File: src/rtl/ptw_pkg.sv
package ptw_pkg;
    localparam int ADDR_W = 32;
    localparam int DOM_W  = 4;
    localparam int AP_W   = 2;
    localparam int TB_LSB = 14;
    localparam int TB_W   = ADDR_W - TB_LSB;

    typedef enum logic [1:0] {
        L1_FAULT   = 2'b00,
        L1_COARSE  = 2'b01,
        L1_SECTION = 2'b10,
        L1_FINE    = 2'b11
    } l1_kind_e;

    typedef enum logic [1:0] {
        L2_FAULT = 2'b00,
        L2_LARGE = 2'b01,
        L2_SMALL = 2'b10,
        L2_TINY  = 2'b11
    } l2_kind_e;

    typedef enum logic [1:0] {
        SZ_SECTION = 2'd0,
        SZ_LARGE   = 2'd1,
        SZ_SMALL   = 2'd2,
        SZ_TINY    = 2'd3
    } page_size_e;

    typedef enum logic [2:0] {
        ST_IDLE, ST_L1_REQ, ST_L1_WAIT, ST_L2_REQ, ST_L2_WAIT, ST_FINISH
    } walk_state_e;

    typedef struct packed {
        logic [ADDR_W-1:0] pa;
        logic [DOM_W-1:0]  domain;
        logic [AP_W-1:0]   perm;
        page_size_e        size;
    } walk_result_t;

    typedef struct packed {
        l1_kind_e          kind;
        logic [DOM_W-1:0]  domain;
        logic [ADDR_W-1:0] next_addr;
        walk_result_t      sect;
    } l1_info_t;

    // pick one of the four 2-bit permission fields at [5:4],[7:6],[9:8],[11:10]
    function automatic logic [AP_W-1:0] pick_ap(input logic [ADDR_W-1:0] d,
                                                 input logic [1:0] sel);
        logic [AP_W-1:0] r;
        case (sel)
            2'd0:    r = d[5:4];
            2'd1:    r = d[7:6];
            2'd2:    r = d[9:8];
            default: r = d[11:10];
        endcase
        return r;
    endfunction
endpackage

File: src/rtl/ptw_l1_decode.sv
module ptw_l1_decode
    import ptw_pkg::*;
(
    input  logic [ADDR_W-1:0] desc,
    input  logic [19:0]       va_lo,
    output l1_info_t          info
);
    logic unused_l1;
    assign unused_l1 = ^{desc[9], desc[4:2]};

    always_comb begin
        info.kind        = l1_kind_e'(desc[1:0]);
        info.domain      = desc[8:5];
        info.sect.pa     = {desc[31:20], va_lo};
        info.sect.domain = desc[8:5];
        info.sect.perm   = desc[11:10];
        info.sect.size   = SZ_SECTION;
        if (desc[1:0] == L1_FINE)
            info.next_addr = {desc[31:12], va_lo[19:10], 2'b00};
        else
            info.next_addr = {desc[31:10], va_lo[19:12], 2'b00};
    end
endmodule

File: src/rtl/ptw_l2_decode.sv
module ptw_l2_decode
    import ptw_pkg::*;
(
    input  logic [ADDR_W-1:0] desc,
    input  logic [15:0]       va_lo,
    input  logic [DOM_W-1:0]  dom_in,
    output l2_kind_e          kind,
    output walk_result_t      res
);
    logic unused_l2;
    assign unused_l2 = ^desc[3:2];

    always_comb begin
        kind       = l2_kind_e'(desc[1:0]);
        res.domain = dom_in;
        case (desc[1:0])
            L2_LARGE: begin
                res.pa   = {desc[31:16], va_lo[15:0]};
                res.perm = pick_ap(desc, va_lo[15:14]);
                res.size = SZ_LARGE;
            end
            L2_SMALL: begin
                res.pa   = {desc[31:12], va_lo[11:0]};
                res.perm = pick_ap(desc, va_lo[11:10]);
                res.size = SZ_SMALL;
            end
            default: begin
                res.pa   = {desc[31:10], va_lo[9:0]};
                res.perm = desc[5:4];
                res.size = SZ_TINY;
            end
        endcase
    end
endmodule

File: src/rtl/ptw_walker.sv
module ptw_walker
    import ptw_pkg::*;
(
    input  logic              clk,
    input  logic              rst,
    input  logic              base_wr,
    input  logic [ADDR_W-1:0] base_wr_data,
    input  logic              req_valid,
    input  logic [ADDR_W-1:0] req_va,
    output logic              busy,
    output logic              mem_req,
    output logic [ADDR_W-1:0] mem_addr,
    input  logic              mem_rsp_valid,
    input  logic [ADDR_W-1:0] mem_rsp_data,
    output logic              walk_done,
    output logic              walk_abort,
    output logic              fault_lvl,
    output logic [ADDR_W-1:0] pa,
    output logic [DOM_W-1:0]  domain,
    output logic [AP_W-1:0]   perm,
    output logic [1:0]        page_size
);
    walk_state_e       state;
    logic [TB_W-1:0]   tb_q;
    logic [19:0]       va_q;
    logic [ADDR_W-1:0] addr_q;
    logic [DOM_W-1:0]  dom_q;
    walk_result_t      res_q;
    logic              done_q, abort_q, flvl_q;

    l1_info_t     l1_info;
    l2_kind_e     l2_kind;
    walk_result_t l2_res;

    logic unused_top;
    assign unused_top = ^base_wr_data[TB_LSB-1:0];

    ptw_l1_decode u_l1 (.desc(mem_rsp_data), .va_lo(va_q), .info(l1_info));
    ptw_l2_decode u_l2 (.desc(mem_rsp_data), .va_lo(va_q[15:0]), .dom_in(dom_q),
                        .kind(l2_kind), .res(l2_res));

    always_ff @(posedge clk) begin
        if (rst) begin
            state   <= ST_IDLE;
            tb_q    <= '0;
            va_q    <= '0;
            addr_q  <= '0;
            dom_q   <= '0;
            res_q   <= '0;
            done_q  <= 1'b0;
            abort_q <= 1'b0;
            flvl_q  <= 1'b0;
        end else begin
            done_q  <= 1'b0;
            abort_q <= 1'b0;
            if (base_wr)
                tb_q <= base_wr_data[ADDR_W-1:TB_LSB];
            case (state)
                ST_IDLE: if (req_valid) begin
                    va_q   <= req_va[19:0];
                    addr_q <= {tb_q, req_va[31:20], 2'b00};
                    state  <= ST_L1_REQ;
                end
                ST_L1_REQ: state <= ST_L1_WAIT;
                ST_L1_WAIT: if (mem_rsp_valid) begin
                    case (l1_info.kind)
                        L1_FAULT: begin
                            res_q   <= '0;
                            abort_q <= 1'b1;
                            flvl_q  <= 1'b0;
                            state   <= ST_FINISH;
                        end
                        L1_SECTION: begin
                            res_q  <= l1_info.sect;
                            done_q <= 1'b1;
                            state  <= ST_FINISH;
                        end
                        default: begin
                            addr_q <= l1_info.next_addr;
                            dom_q  <= l1_info.domain;
                            state  <= ST_L2_REQ;
                        end
                    endcase
                end
                ST_L2_REQ: state <= ST_L2_WAIT;
                ST_L2_WAIT: if (mem_rsp_valid) begin
                    if (l2_kind == L2_FAULT) begin
                        res_q   <= '0;
                        abort_q <= 1'b1;
                        flvl_q  <= 1'b1;
                    end else begin
                        res_q  <= l2_res;
                        done_q <= 1'b1;
                    end
                    state <= ST_FINISH;
                end
                default: state <= ST_IDLE;
            endcase
        end
    end

    assign busy       = (state != ST_IDLE);
    assign mem_req    = (state == ST_L1_REQ) || (state == ST_L2_REQ);
    assign mem_addr   = addr_q;
    assign walk_done  = done_q;
    assign walk_abort = abort_q;
    assign fault_lvl  = flvl_q;
    assign pa         = res_q.pa;
    assign domain     = res_q.domain;
    assign perm       = res_q.perm;
    assign page_size  = res_q.size;
endmodule

File: config.mk
export PLATFORM = sky130hd
export DESIGN_NAME = ptw_walker
export DESIGN_NICKNAME = d
export VERILOG_FILES = /design/src/rtl/ptw_pkg.sv /design/src/rtl/ptw_l1_decode.sv /design/src/rtl/ptw_l2_decode.sv /design/src/rtl/ptw_walker.sv
export SDC_FILE = /design/constraint.sdc
export NUM_CORES = 1
export LEC_CHECK = 0
export BUFFER_PORTS_ARGS = -buffer_cell sky130_fd_sc_hd__buf_4
export CAP_MARGIN = 15
export CORE_ASPECT_RATIO = 2
export CORE_MARGIN = 10
export CORE_UTILIZATION = 50
export CTS_CLUSTER_SIZE = 30
export DETAILED_ROUTE_END_ITERATION = 12
export PLACE_DENSITY_LB_ADDON = 0.25
export SYNTH_ARGS = -nofsm -noshare
export SYNTH_HDL_FRONTEND = slang
export SYNTH_SLANG_ARGS = --single-unit
File: constraint.sdc
create_clock -name clk -period 2.8 [get_ports clk]
set_clock_uncertainty 0.2 [all_clocks]
set_input_delay 0.28 -clock clk [delete_from_list [all_inputs] [get_ports clk]]
set_output_delay 0.28 -clock clk [all_outputs]
set_load 0.05 [all_outputs]
==> impl_results.md <==
* Total wire length at between 15000 and 20000 um
* Number of fill cells in the layout at between 600 and 700
* Latest clock arrival within the worst-skew pair at 0.41 ns
* WL/cell at approximately 20 um
* Top post-synthesis cells by area: dfxtp_1 (47%), mux2i_1 (11%), nand2_1 (5.5%), a21oi_1 (5.4%), a211oi_1 (4.3%)
* Crit path DAT at around 2.7 ns
* Num CTS Buffers at 17
* Hold WC Path Type: in2reg
* Wire length on met2 at ~10000 um
* Post-DP HPWL at 12400 um
* Outcome: complete, no violations
* Final Setup Violations at 0
* Top Layer Used: met4
* Nets at 865
* Max Transition Viols Final at 0
* Reg power frac at 0.374
* Logic gate share of total power at 0.206
* Drt via density at between 5 and 6
* Hold EP: pa[11]$_SDFFE_PP0P_
* Kind of critical path: reg2reg
* Setup TNS at 0 ns
* Crit-path max cell delay at 0.83 ns
* Netlist cell types at 44
* Async set or reset register ratio after synthesis at 0
* Hold Crit Depth at 3
* Width of the die at slightly above 90 um
* R2R Path Start: state[2]$_SDFFE_PP0P_
* Pwr Density at ~670 mW/mm2
* First-pass DRT Iterations at 5
* GRT Util Overall at 0.242
* Max Clock Freq at between 0.3 and 0.4 GHz
* First-iteration detailed-routing DRC count at approximately 260
* Post-Syn Area at about 0.0050 mm2
* DRC at 0
* Max_cap viols at 0
* Top delay family on crit path: compound AO/OA/AOI/OAI gates
* Worst-path cell chain: nand2b_1 -> o21ai_1 -> a21oi_2 -> a22o_1
* Largest net degree at the start of global routing at 57
* Endpoints failing hold at 0
* Tmin final at roughly 2.6 ns
* R2R depth at 4
* Final period util at 0.911
* Initial antenna violation count at 1
* Synth warn at 0
* GP Congestion at around 0.92
* Clock group share of total power at 0.420
* Core area at 0.00976 mm2
* Synthesized netlist cell count at between 500 and 600
* Antenna viol nets, final at 0
* Switch Pwr at ~1.5 mW
* R2r endpoint: pa[7]$_SDFFE_PP0P_
* Synth area leader: dfxtp_1
* CTS HTree Levels at 4
* WP data required at just under 3 ns
* Post-synth EDFFs at 0
* PortBufs at around 160
* First-pass GRT wire length at ~28000 um
* Worst IR Drop VDD at roughly 600 uV
* Reg2Reg Setup Slack at between 0.2 and 0.25 ns
* Post-CTS Setup Bufs at 0
* Seq/Total Area, Yosys at 0.472
* Leakage power at around 3.2 nW
* # clock sinks at approximately 120
* Via count at 5066
* Sw Ratio at 0.305
* Hold path start: mem_rsp_data[11]
* Area Growth Syn to Fin at 51.0%
* RSZ-0062 raised after global routing: false
* Global route overflow at 0
* Root buffer selected by CTS: clkbuf_16
* Primary FF master, synth: dfxtp_1
* Die Height at 162 um
* Crit path buffers/inverters at 0
* FF+latch count, synth at 118
* Relative slew slack at 0.265
* Vias in the first global route at around 5300
* Share of layout cells above drive strength 1 at 0.278
* Cell-internal power at 3.52 mW
* Startpoint Class: register
* # rows at 51
* Synth top cells by count: dfxtp_1 (118), nand2_1 (74), mux2i_1 (57)
* Met3 WL post-DR at 1000 um
* TritonCTS clock tree: done
* DRT met1 WL at between 6000 and 7000 um
* Full die area at 0.0147 mm2
* CP Capture Type: register
* Count leader, synth: dfxtp_1
* Synth top area share at 0.472
* Total power at between 5 and 6 mW
* Clock slew at reported path FFs at approximately 0.060 ns
* CP max FO at 22
* Initial Utilization at 0.513
* Syn Area/Cell at 9.16 um2
* CP max stage cell: a21oi_2
* CTS max path bufs at 2
* Worst-Margin Slew at 1.10 ns
* Ports at about 180
tightest hold or removal path, stage by stage:
cell and delay (ns):
buf_4 0.13, nand2_1 0.06, a311oi_1 0.09
worst max path at each step:
| stage | startpoint | cells past startpoint | end | slack [ns] |
|---|---|---|---|---|
| CTS | state[2]$_SDFFE_PP0P_ | 4 | pa[27]$_SDFFE_PP0P_ | 0.30 |
| finish | state[2]$_SDFFE_PP0P_ | 4 | pa[7]$_SDFFE_PP0P_ | 0.25 |
| global route | state[2]$_SDFFE_PP0P_ | 4 | pa[7]$_SDFFE_PP0P_ | 0.12 |
| global placement | mem_rsp_data[0] | 7 | pa[10]$_SDFFE_PP0P_ | 0.38 |
| floorplan | mem_rsp_data[0] | 8 | pa[13]$_SDFFE_PP0P_ | 0.79 |
| detailed placement | mem_rsp_data[0] | 7 | pa[11]$_SDFFE_PP0P_ | 0.29 |
cells in the final DEF (no fill, tap or decap), types with 3 or more instances in the layout:
| master | count |
|---|---|
| buf_4 | 173 |
| dfxtp_1 | 118 |
| nand2_1 | 74 |
| dlygate4sd3_1 | 66 |
| mux2i_1 | 57 |
| a21oi_1 | 53 |
| nor2_1 | 50 |
| a211oi_1 | 29 |
| a22o_1 | 22 |
| clkbuf_16 | 17 |
| o211ai_1 | 10 |
| inv_1 | 8 |
| a22oi_1 | 8 |
| o21ai_0 | 6 |
| a311oi_1 | 6 |
| nand2b_1 | 5 |
| o22ai_1 | 5 |
| ha_1 | 5 |
| clkinv_4 | 5 |
| nor2b_1 | 4 |
| nor3_1 | 4 |
| nand4_1 | 3 |
| clkinvlp_4 | 3 |
state kept, by name, indices dropped and copies added, names as in the netlist:
register	cells
perm	2
va_q	20
tb_q	18
page_size	2
dom_q	4
fault_lvl	1
mem_addr	30
walk_abort	1
pa	32
domain	4
walk_done	1
state	3
power groups by stage:
stage,Sequential (mW),Clock (mW),Combinational [mW]
CTS,1.88,2.14,1.03
global placement,1.91,0,0.927
global route,1.90,2.22,1.11
finish,1.89,2.12,1.04
detailed placement,1.92,0,0.945
floorplan,2.11,0,0.404
per-stage QoR:
step	cell area, um2	utilization	hold slack (ns)	worst slack (ns)	std cells
after floorplan	5010	-	0.213	0.789	548
after global routing	7560	0.774	0.0185	0.115	905
final	7560	0.775	0.0122	0.249	906
after CTS	7550	0.773	0.000214	0.303	903
after detailed placement	6300	0.646	0.249	0.288	805
after global placement	6300	0.646	0.243	0.380	805
cell families (layout without fill, tap and decap cells):
logic type | count (synthesis) | in the layout | share of synthesized area
buf+inv | 57 | 281 | 0.0492
flops | 118 | 118 | 0.472
compound gates | 154 | 154 | 0.210
simple gates | 153 | 153 | 0.133
other cells | 1 | 4 | 0.000749
fa+ha+maj | 5 | 5 | 0.0125
mux | 59 | 59 | 0.123
routing by layer:
| layer | up-vias | global-route usage |
|---|---|---|
| li1 | 2384 | - |
| met1 | 2419 | 0.228 |
| met2 | 217 | 0.460 |
| met3 | 46 | 0.0631 |
| met4 | 0 | 0.129 |
| met5 | - | 0 |
cell type report:
type | instances | area, um2 | share of cell area
clock buffer | 18 | 429 | 0.0568
tap | 132 | 165 | 0.0218
clock inverter | 14 | 154 | 0.0204
inverter | 8 | 30.0 | 0.00397
timing repair buffer | 241 | 1990 | 0.263
antenna | 2 | 5.00 | 0.000662
multi-input combinational | 373 | 2430 | 0.321
sequential | 118 | 2360 | 0.312
repair_timing:
item / in CTS / in global routing
gates resized for setup: 0 / 0
hold endpoints to repair: 66 / 0
setup endpoints to repair: 0 / 0
hold buffers: 66 / 0
Power figures use the tool's default switching activity.
